[src/rtl/timer8_pkg.sv]
package timer8_pkg;

  typedef enum logic [1:0] {
    EDGE_RISE  = 2'd0,
    EDGE_FALL  = 2'd1,
    EDGE_BOTH  = 2'd2,
    EDGE_BOTHB = 2'd3
  } edgeSel_e;

  typedef enum logic [1:0] {
    OUT_OFF    = 2'd0,
    OUT_TOGGLE = 2'd1,
    OUT_PWM    = 2'd2,
    OUT_OFFB   = 2'd3
  } outMode_e;

  localparam logic [1:0] SEL_RELOAD = 2'd0;
  localparam logic [1:0] SEL_MODE   = 2'd1;
  localparam logic [1:0] SEL_CLEAR  = 2'd3;

  typedef struct packed {
    logic     reloadEn;
    outMode_e outMode;
    logic     standby;
  } dpCfg_t;

  typedef struct packed {
    logic inc;
    logic wrReload;
    logic clrFlag;
  } dpStrobe_t;

endpackage

[src/rtl/timer8_ctrl.sv]
module timer8_ctrl
  import timer8_pkg::*;
#(
  parameter int W           = 8,
  parameter int NUM_TICKS   = 3,
  parameter int SYNC_STAGES = 2
) (
  input  logic                 clk,
  input  logic                 rstN,
  input  logic                 regWrEn,
  input  logic [1:0]           regSel,
  input  logic [W-1:0]         regWrData,
  input  logic [NUM_TICKS-1:0] tickIn,
  input  logic                 evtIn,
  output dpCfg_t               cfg,
  output dpStrobe_t            stb
);

  localparam int SRC_W     = $clog2(NUM_TICKS + 1);
  localparam int RELOAD_B  = 0;
  localparam int SRC_LSB   = 1;
  localparam int EDGE_LSB  = SRC_LSB + SRC_W;
  localparam int OUT_LSB   = EDGE_LSB + 2;
  localparam int STBY_B    = OUT_LSB + 2;
  localparam logic [SRC_W-1:0] EXT_CODE = SRC_W'(NUM_TICKS);

  logic [W-1:0]           modeReg;
  logic [SRC_W-1:0]       srcSel;
  edgeSel_e               edgeSel;
  logic [SYNC_STAGES-1:0] syncQ;
  logic                   evtPrev;
  logic                   evtNow;
  logic                   evtPulse;
  logic                   tickSel;
  logic                   riseOnly;

  always_ff @(posedge clk) begin
    if (!rstN) modeReg <= '0;
    else if (regWrEn && regSel == SEL_MODE) modeReg <= regWrData;
  end

  assign srcSel       = modeReg[EDGE_LSB-1:SRC_LSB];
  assign edgeSel      = edgeSel_e'(modeReg[OUT_LSB-1:EDGE_LSB]);
  assign cfg.reloadEn = modeReg[RELOAD_B];
  assign cfg.outMode  = outMode_e'(modeReg[STBY_B-1:OUT_LSB]);
  assign cfg.standby  = |modeReg[W-1:STBY_B];

  // event pin synchronizer and edge detector
  always_ff @(posedge clk) begin
    if (!rstN) begin
      syncQ   <= '0;
      evtPrev <= 1'b0;
    end else begin
      syncQ   <= {syncQ[SYNC_STAGES-2:0], evtIn};
      evtPrev <= syncQ[SYNC_STAGES-1];
    end
  end

  assign evtNow = syncQ[SYNC_STAGES-1];

  always_comb begin
    unique case (edgeSel)
      EDGE_RISE: evtPulse = evtNow & ~evtPrev;
      EDGE_FALL: evtPulse = ~evtNow & evtPrev;
      default:   evtPulse = evtNow ^ evtPrev;
    endcase
  end

  always_comb begin
    tickSel = 1'b0;
    if (srcSel == EXT_CODE) tickSel = evtPulse;
    else begin
      for (int i = 0; i < NUM_TICKS; i++)
        if (srcSel == SRC_W'(i)) tickSel = tickIn[i];
    end
  end

  assign stb.inc      = tickSel & ~cfg.standby;
  assign stb.wrReload = regWrEn && (regSel == SEL_RELOAD);
  assign stb.clrFlag  = regWrEn && (regSel == SEL_CLEAR) && regWrData[0];

  assign riseOnly = (srcSel == EXT_CODE) && (edgeSel == EDGE_RISE);

  // a rising edge needs two transitions, so rising-only pulses never touch
  assert_rise_gap_R5: assert property (@(posedge clk) disable iff (!rstN)
    (stb.inc && riseOnly) |=> !(stb.inc && riseOnly));

endmodule

[src/rtl/timer8_dp.sv]
module timer8_dp
  import timer8_pkg::*;
#(
  parameter int W = 8
) (
  input  logic         clk,
  input  logic         rstN,
  input  dpCfg_t       cfg,
  input  dpStrobe_t    stb,
  input  logic [W-1:0] regWrData,
  output logic [W-1:0] count,
  output logic         irqFlag,
  output logic         timerOut
);

  localparam logic [W-1:0] MAX_CNT = {W{1'b1}};

  logic [W-1:0] reloadReg;
  logic [W-1:0] cmpReg;
  logic         togReg;
  logic         pwmMode;
  logic         loadNow;
  logic         ovf;

  assign pwmMode = (cfg.outMode == OUT_PWM);
  assign loadNow = stb.wrReload && !(pwmMode && !cfg.reloadEn);
  assign ovf     = stb.inc && !loadNow && (count == MAX_CNT);

  always_ff @(posedge clk) begin
    if (!rstN) begin
      count <= '0;
    end else if (loadNow) begin
      count <= pwmMode ? '0 : regWrData;
    end else if (stb.inc) begin
      if (count == MAX_CNT) count <= (pwmMode || !cfg.reloadEn) ? '0 : reloadReg;
      else                  count <= count + 1'b1;
    end
  end

  always_ff @(posedge clk) begin
    if (!rstN) reloadReg <= '0;
    else if (stb.wrReload) reloadReg <= regWrData;
  end

  // compare value: at once under reload, otherwise at frame start
  always_ff @(posedge clk) begin
    if (!rstN) cmpReg <= '0;
    else if (stb.wrReload && pwmMode && cfg.reloadEn) cmpReg <= regWrData;
    else if (ovf) cmpReg <= reloadReg;
  end

  always_ff @(posedge clk) begin
    if (!rstN) begin
      irqFlag <= 1'b0;
      togReg  <= 1'b0;
    end else begin
      if (ovf) irqFlag <= 1'b1;
      else if (stb.clrFlag) irqFlag <= 1'b0;
      if (ovf) togReg <= ~togReg;
    end
  end

  always_comb begin
    unique case (cfg.outMode)
      OUT_TOGGLE: timerOut = togReg;
      OUT_PWM:    timerOut = (count < cmpReg);
      default:    timerOut = 1'b0;
    endcase
  end

  assert_step_R1: assert property (@(posedge clk) disable iff (!rstN)
    (stb.inc && !stb.wrReload && count != MAX_CNT) |=> count == $past(count) + 1'b1);

  assert_reload_R3: assert property (@(posedge clk) disable iff (!rstN)
    (stb.inc && !stb.wrReload && count == MAX_CNT && !pwmMode && cfg.reloadEn)
      |=> count == $past(reloadReg));

  assert_flag_set_R4: assert property (@(posedge clk) disable iff (!rstN)
    (stb.inc && !stb.wrReload && count == MAX_CNT) |=> irqFlag);

  assert_flag_hold_R4: assert property (@(posedge clk) disable iff (!rstN)
    (irqFlag && !stb.clrFlag) |=> irqFlag);

  assert_toggle_R7: assert property (@(posedge clk) disable iff (!rstN)
    (ovf && cfg.outMode == OUT_TOGGLE && $stable(cfg.outMode))
      |=> timerOut != $past(timerOut));

  assert_standby_R10: assert property (@(posedge clk) disable iff (!rstN)
    (cfg.standby && !stb.wrReload) |=> $stable(count));

endmodule

[src/rtl/evt_timer8.sv]
module evt_timer8
  import timer8_pkg::*;
#(
  parameter int W           = 8,
  parameter int NUM_TICKS   = 3,
  parameter int SYNC_STAGES = 2
) (
  input  logic                 clk,
  input  logic                 rstN,
  input  logic                 regWrEn,
  input  logic [1:0]           regSel,
  input  logic [W-1:0]         regWrData,
  input  logic [NUM_TICKS-1:0] tickIn,
  input  logic                 evtIn,
  output logic [W-1:0]         countOut,
  output logic                 irqFlag,
  output logic                 timerOut
);

  dpCfg_t    cfg;
  dpStrobe_t stb;

  timer8_ctrl #(.W(W), .NUM_TICKS(NUM_TICKS), .SYNC_STAGES(SYNC_STAGES)) u_ctrl (
    .clk(clk), .rstN(rstN), .regWrEn(regWrEn), .regSel(regSel),
    .regWrData(regWrData), .tickIn(tickIn), .evtIn(evtIn),
    .cfg(cfg), .stb(stb)
  );

  timer8_dp #(.W(W)) u_dp (
    .clk(clk), .rstN(rstN), .cfg(cfg), .stb(stb), .regWrData(regWrData),
    .count(countOut), .irqFlag(irqFlag), .timerOut(timerOut)
  );

endmodule

[config.mk]
export PLATFORM = sky130hd
export DESIGN_NAME = evt_timer8
export DESIGN_NICKNAME = d
export VERILOG_FILES = /design/src/rtl/timer8_pkg.sv /design/src/rtl/timer8_ctrl.sv /design/src/rtl/timer8_dp.sv /design/src/rtl/evt_timer8.sv
export SDC_FILE = /design/constraint.sdc
export NUM_CORES = 1
export LEC_CHECK = 0
export BUFFER_PORTS_ARGS = -buffer_cell sky130_fd_sc_hd__buf_4
export CELL_PAD_IN_SITES_DETAIL_PLACEMENT = 0
export CELL_PAD_IN_SITES_GLOBAL_PLACEMENT = 1
export CORE_ASPECT_RATIO = 2
export CORE_MARGIN = 3
export CORE_UTILIZATION = 46
export CTS_CLUSTER_DIAMETER = 150
export DETAILED_ROUTE_END_ITERATION = 12
export GPL_TIMING_DRIVEN = 0
export PLACE_DENSITY = 0.91
export SKIP_LAST_GASP = 1
export SYNTH_ARGS = -nofsm -noshare
export SYNTH_HDL_FRONTEND = slang
export SYNTH_SLANG_ARGS = --single-unit
[constraint.sdc]
create_clock -name clk -period 3.58 [get_ports clk]
set_clock_uncertainty 0.15 [all_clocks]
set_input_delay 0.358 -clock clk [delete_from_list [all_inputs] [get_ports clk]]
set_output_delay 0.358 -clock clk [all_outputs]
set_load 0.01 [all_outputs]
==> impl_metrics.toml <==
[sta]
slew_headroom = 0.548
tightest_slew_ns = 0.674
min_period_over_period = 0.754
rsz0062_at_grt = "no"
period_needed_ns = 2.70
hold_violations = 0
max_freq_mhz = 370
setup_viol = 0
report.final.slew_viol_count = 0
final.setup.tns_ns = 0
timing.hold.ws_ns = 0.127

[yosys]
synth_edf_count = 0
synth_largest_area_cell = "dfxtp_1"
synthDistinctLibCells = 43
syn_inst = 237
ys.flop_type = "dfxtp_1"
ys_seq_area_frac = 0.365
synth_top_area_frac = 0.365
synth_nets = 266
netlist_top_cells_area = "dfxtp_1, mux2i_1, ha_1"
yosysWarnings = 0
ys_async_sr_fraction = 0
synthesis.area_um2 = 2030
synth-seq-cells = 37
synth.avg_cell_area_um2 = 8.57

[clock_tree]
max-clock-path-buffers = 2
clock_tree.root_cell = "clkbuf_8"
cts_resized = 0
cts_hold_buf = 0
cts_buffers = 5
clock_latency_ns = 0.29
cts_sinks = 37
postCtsSetupBuffers = 0
cts.clk_slew.worst_paths_ns = 0.07
h-tree-depth = 2
cts_tree = "yes"

[min_path]
holdCritPathClass = "primary input to flop"

[final_layout]
nFillCells = 404
antenna_cells = 0
nNetsFinal = 298
drive_above_1_share = 0.160
seqCellArea_um2 = 741
multi_input_comb_area_um2 = 1180
areaGrowthSynthToFinish_pct = 16.7

[drt]
route.detailed.drc = 0
first_iter_violations = 95
routed_wl_mm = 5.59
avgViaCountPerCell = 5.83
vias = 1872
dr.pass1.iters = 4
wl_per_cell_um = 17.4
postRouteAntennaNets = 0

[global_routing]
antenna_found_initial = 0
overflow = 0
grt_max_degree = 11
grt_pass1_vias = 1860
grt_util_all_layers = 0.231
grt_first_pass_wirelength_mm = 9.00

[critical_path]
cp_slowest_stage_delay_ns = 0.52
critPathKind = "flop to output port"
crit_buf_inv = 1
crit_chain = "ha_1 -> a21o_1 -> a2111oi_0 -> o21ai_0 -> a21oi_1 -> buf_4"
r2r_slack_ns = 1.17
worstPathArrival_ns = 2.19
start_kind = "flop"
cp_slowest_cell = "dfxtp_1"
cp-end-kind = "output port"
crit_family = "compound AO/OA/AOI/OAI gates"
critical_path_required_ns = 3.07
cp_max_fo = 7

[power]
p_comb_frac = 0.165
leakagePower_nw = 0.980
p_int_mw = 0.653
p_per_area_nw_per_um2 = 381
switchingPower_mw = 0.250
switching_share = 0.277
clkPwrFrac = 0.328
seqPwrFrac = 0.506
ir_drop_uv = 224

[die]
start_util = 0.487
io_pins = 27
die_x_um = 53.0
coreArea_um2 = 4170
dieArea_um2 = 5300
die_h_um = 100
fp-row-count = 33

[place]
gp_congestion = 0.881
hpwlAfterDp_mm = 4.14
io_buffers = 25

[outcome]
status = "finished, final reports clean"

[job]
cap_violations = 0
## worst paths after layout
| check | startpoint | to | cells after the start |
|---|---|---|---|
| hold reg to reg | u_ctrl.syncQ[0]$_SDFF_PN0_ | u_ctrl.syncQ[1]$_SDFF_PN0_ | 1 |
| setup / recovery | u_dp.count[5]$_SDFFE_PN0P_ | timerOut | 6 |
| setup reg to reg | u_ctrl.modeReg[6]$_SDFFE_PN0P_ | u_dp.count[6]$_SDFFE_PN0P_ | 7 |
| hold / removal | evtIn | u_ctrl.syncQ[0]$_SDFF_PN0_ | 2 |
## cell type report
type,instances,share of cell area
Sequential cell,37,0.312
Multi-Input combinational cell,173,0.497
Timing Repair Buffer,25,0.0792
Inverter,15,0.0237
Tap cell,52,0.0274
Buffer,12,0.0243
Clock buffer,7,0.0364
## routing by layer
metal / vias to the layer above / share of wire / GRT usage
li1: 917 / - / -
met1: 888 / 0.41 / 0.255
met2: 49 / 0.52 / 0.398
met3: 18 / 0.034 / 0.0342
met4: 0 / 0.040 / 0.134
met5: - / 0 / 0
## per-stage QoR
stage / worst slack [ns] / area (um2) / cells / util / total power [mW]
6_report: 0.880 / 2370 / 321 / 0.569 / 0.902
5_1_grt: 0.657 / 2370 / 321 / 0.569 / 0.950
4_1_cts: 0.898 / 2370 / 321 / 0.569 / 0.905
3_5_place_dp: 1.22 / 2280 / 314 / 0.548 / 0.614
3_3_place_gp: 1.22 / 2280 / 314 / 0.548 / 0.612
2_1_floorplan: 1.50 / 2030 / 237 / - / 0.547
## synth_stat cells, drive strengths merged (3+ instances only)
| cell type | number |
|---|---|
| nand4 | 5 |
| a31oi | 6 |
| or3 | 3 |
| clkbuf | 7 |
| mux2i | 17 |
| nor2 | 22 |
| a21oi | 20 |
| nand2 | 16 |
| and2 | 12 |
| dfxtp | 37 |
| inv | 15 |
| nand3 | 5 |
| buf | 5 |
| a211oi | 3 |
| o21ai | 14 |
| ha | 12 |
| a221o | 8 |
## state kept, by name, indices dropped and copies added, names as in the netlist
register        flops
u_ctrl.evtPrev      1
u_ctrl.modeReg      8
u_ctrl.syncQ        2
u_dp.cmpReg         8
u_dp.count          8
u_dp.irqFlag        1
u_dp.reloadReg      8
u_dp.togReg         1
## cells in the final DEF, fill, tap and decap left out, types with 2 or more instances in the layout
cell,count
nor2_2,2
o21a_1,2
a31oi_1,6
nand4_1,5
xor2_1,2
a211oi_1,3
clkbuf_8,6
a21oi_1,20
ha_1,12
inv_1,15
dfxtp_1,37
a221o_1,8
o211ai_1,2
a22oi_1,2
o2111ai_1,2
and2_1,11
nand3_1,5
buf_2,3
o21ai_0,12
nor2_1,20
a21o_1,2
nor3b_2,2
and4_1,2
nand2_1,16
clkbuf_1,7
buf_4,27
o21ai_1,2
and3_1,2
mux2i_1,17
or3_1,3
## cell families after synthesis
group / count (synthesis) / synth area share
buffers and inverters: 27 / 0.0560
multiplexers: 18 / 0.0893
flip-flops: 37 / 0.365
AND/OR/NAND/NOR: 73 / 0.187
AO/OA/AOI/OAI: 67 / 0.217
adder cells (fa/ha/maj): 12 / 0.0739
XOR/XNOR: 3 / 0.0129
## power groups by stage
stage | sequential [mW] | clock (mW) | combinational [mW]
floorplan | 0.461 | 0 | 0.0858
global placement | 0.466 | 0 | 0.146
detailed placement | 0.465 | 0 | 0.149
CTS | 0.456 | 0.300 | 0.149
global route | 0.460 | 0.325 | 0.165
finish | 0.457 | 0.296 | 0.149
Power figures use the tool's default switching activity.
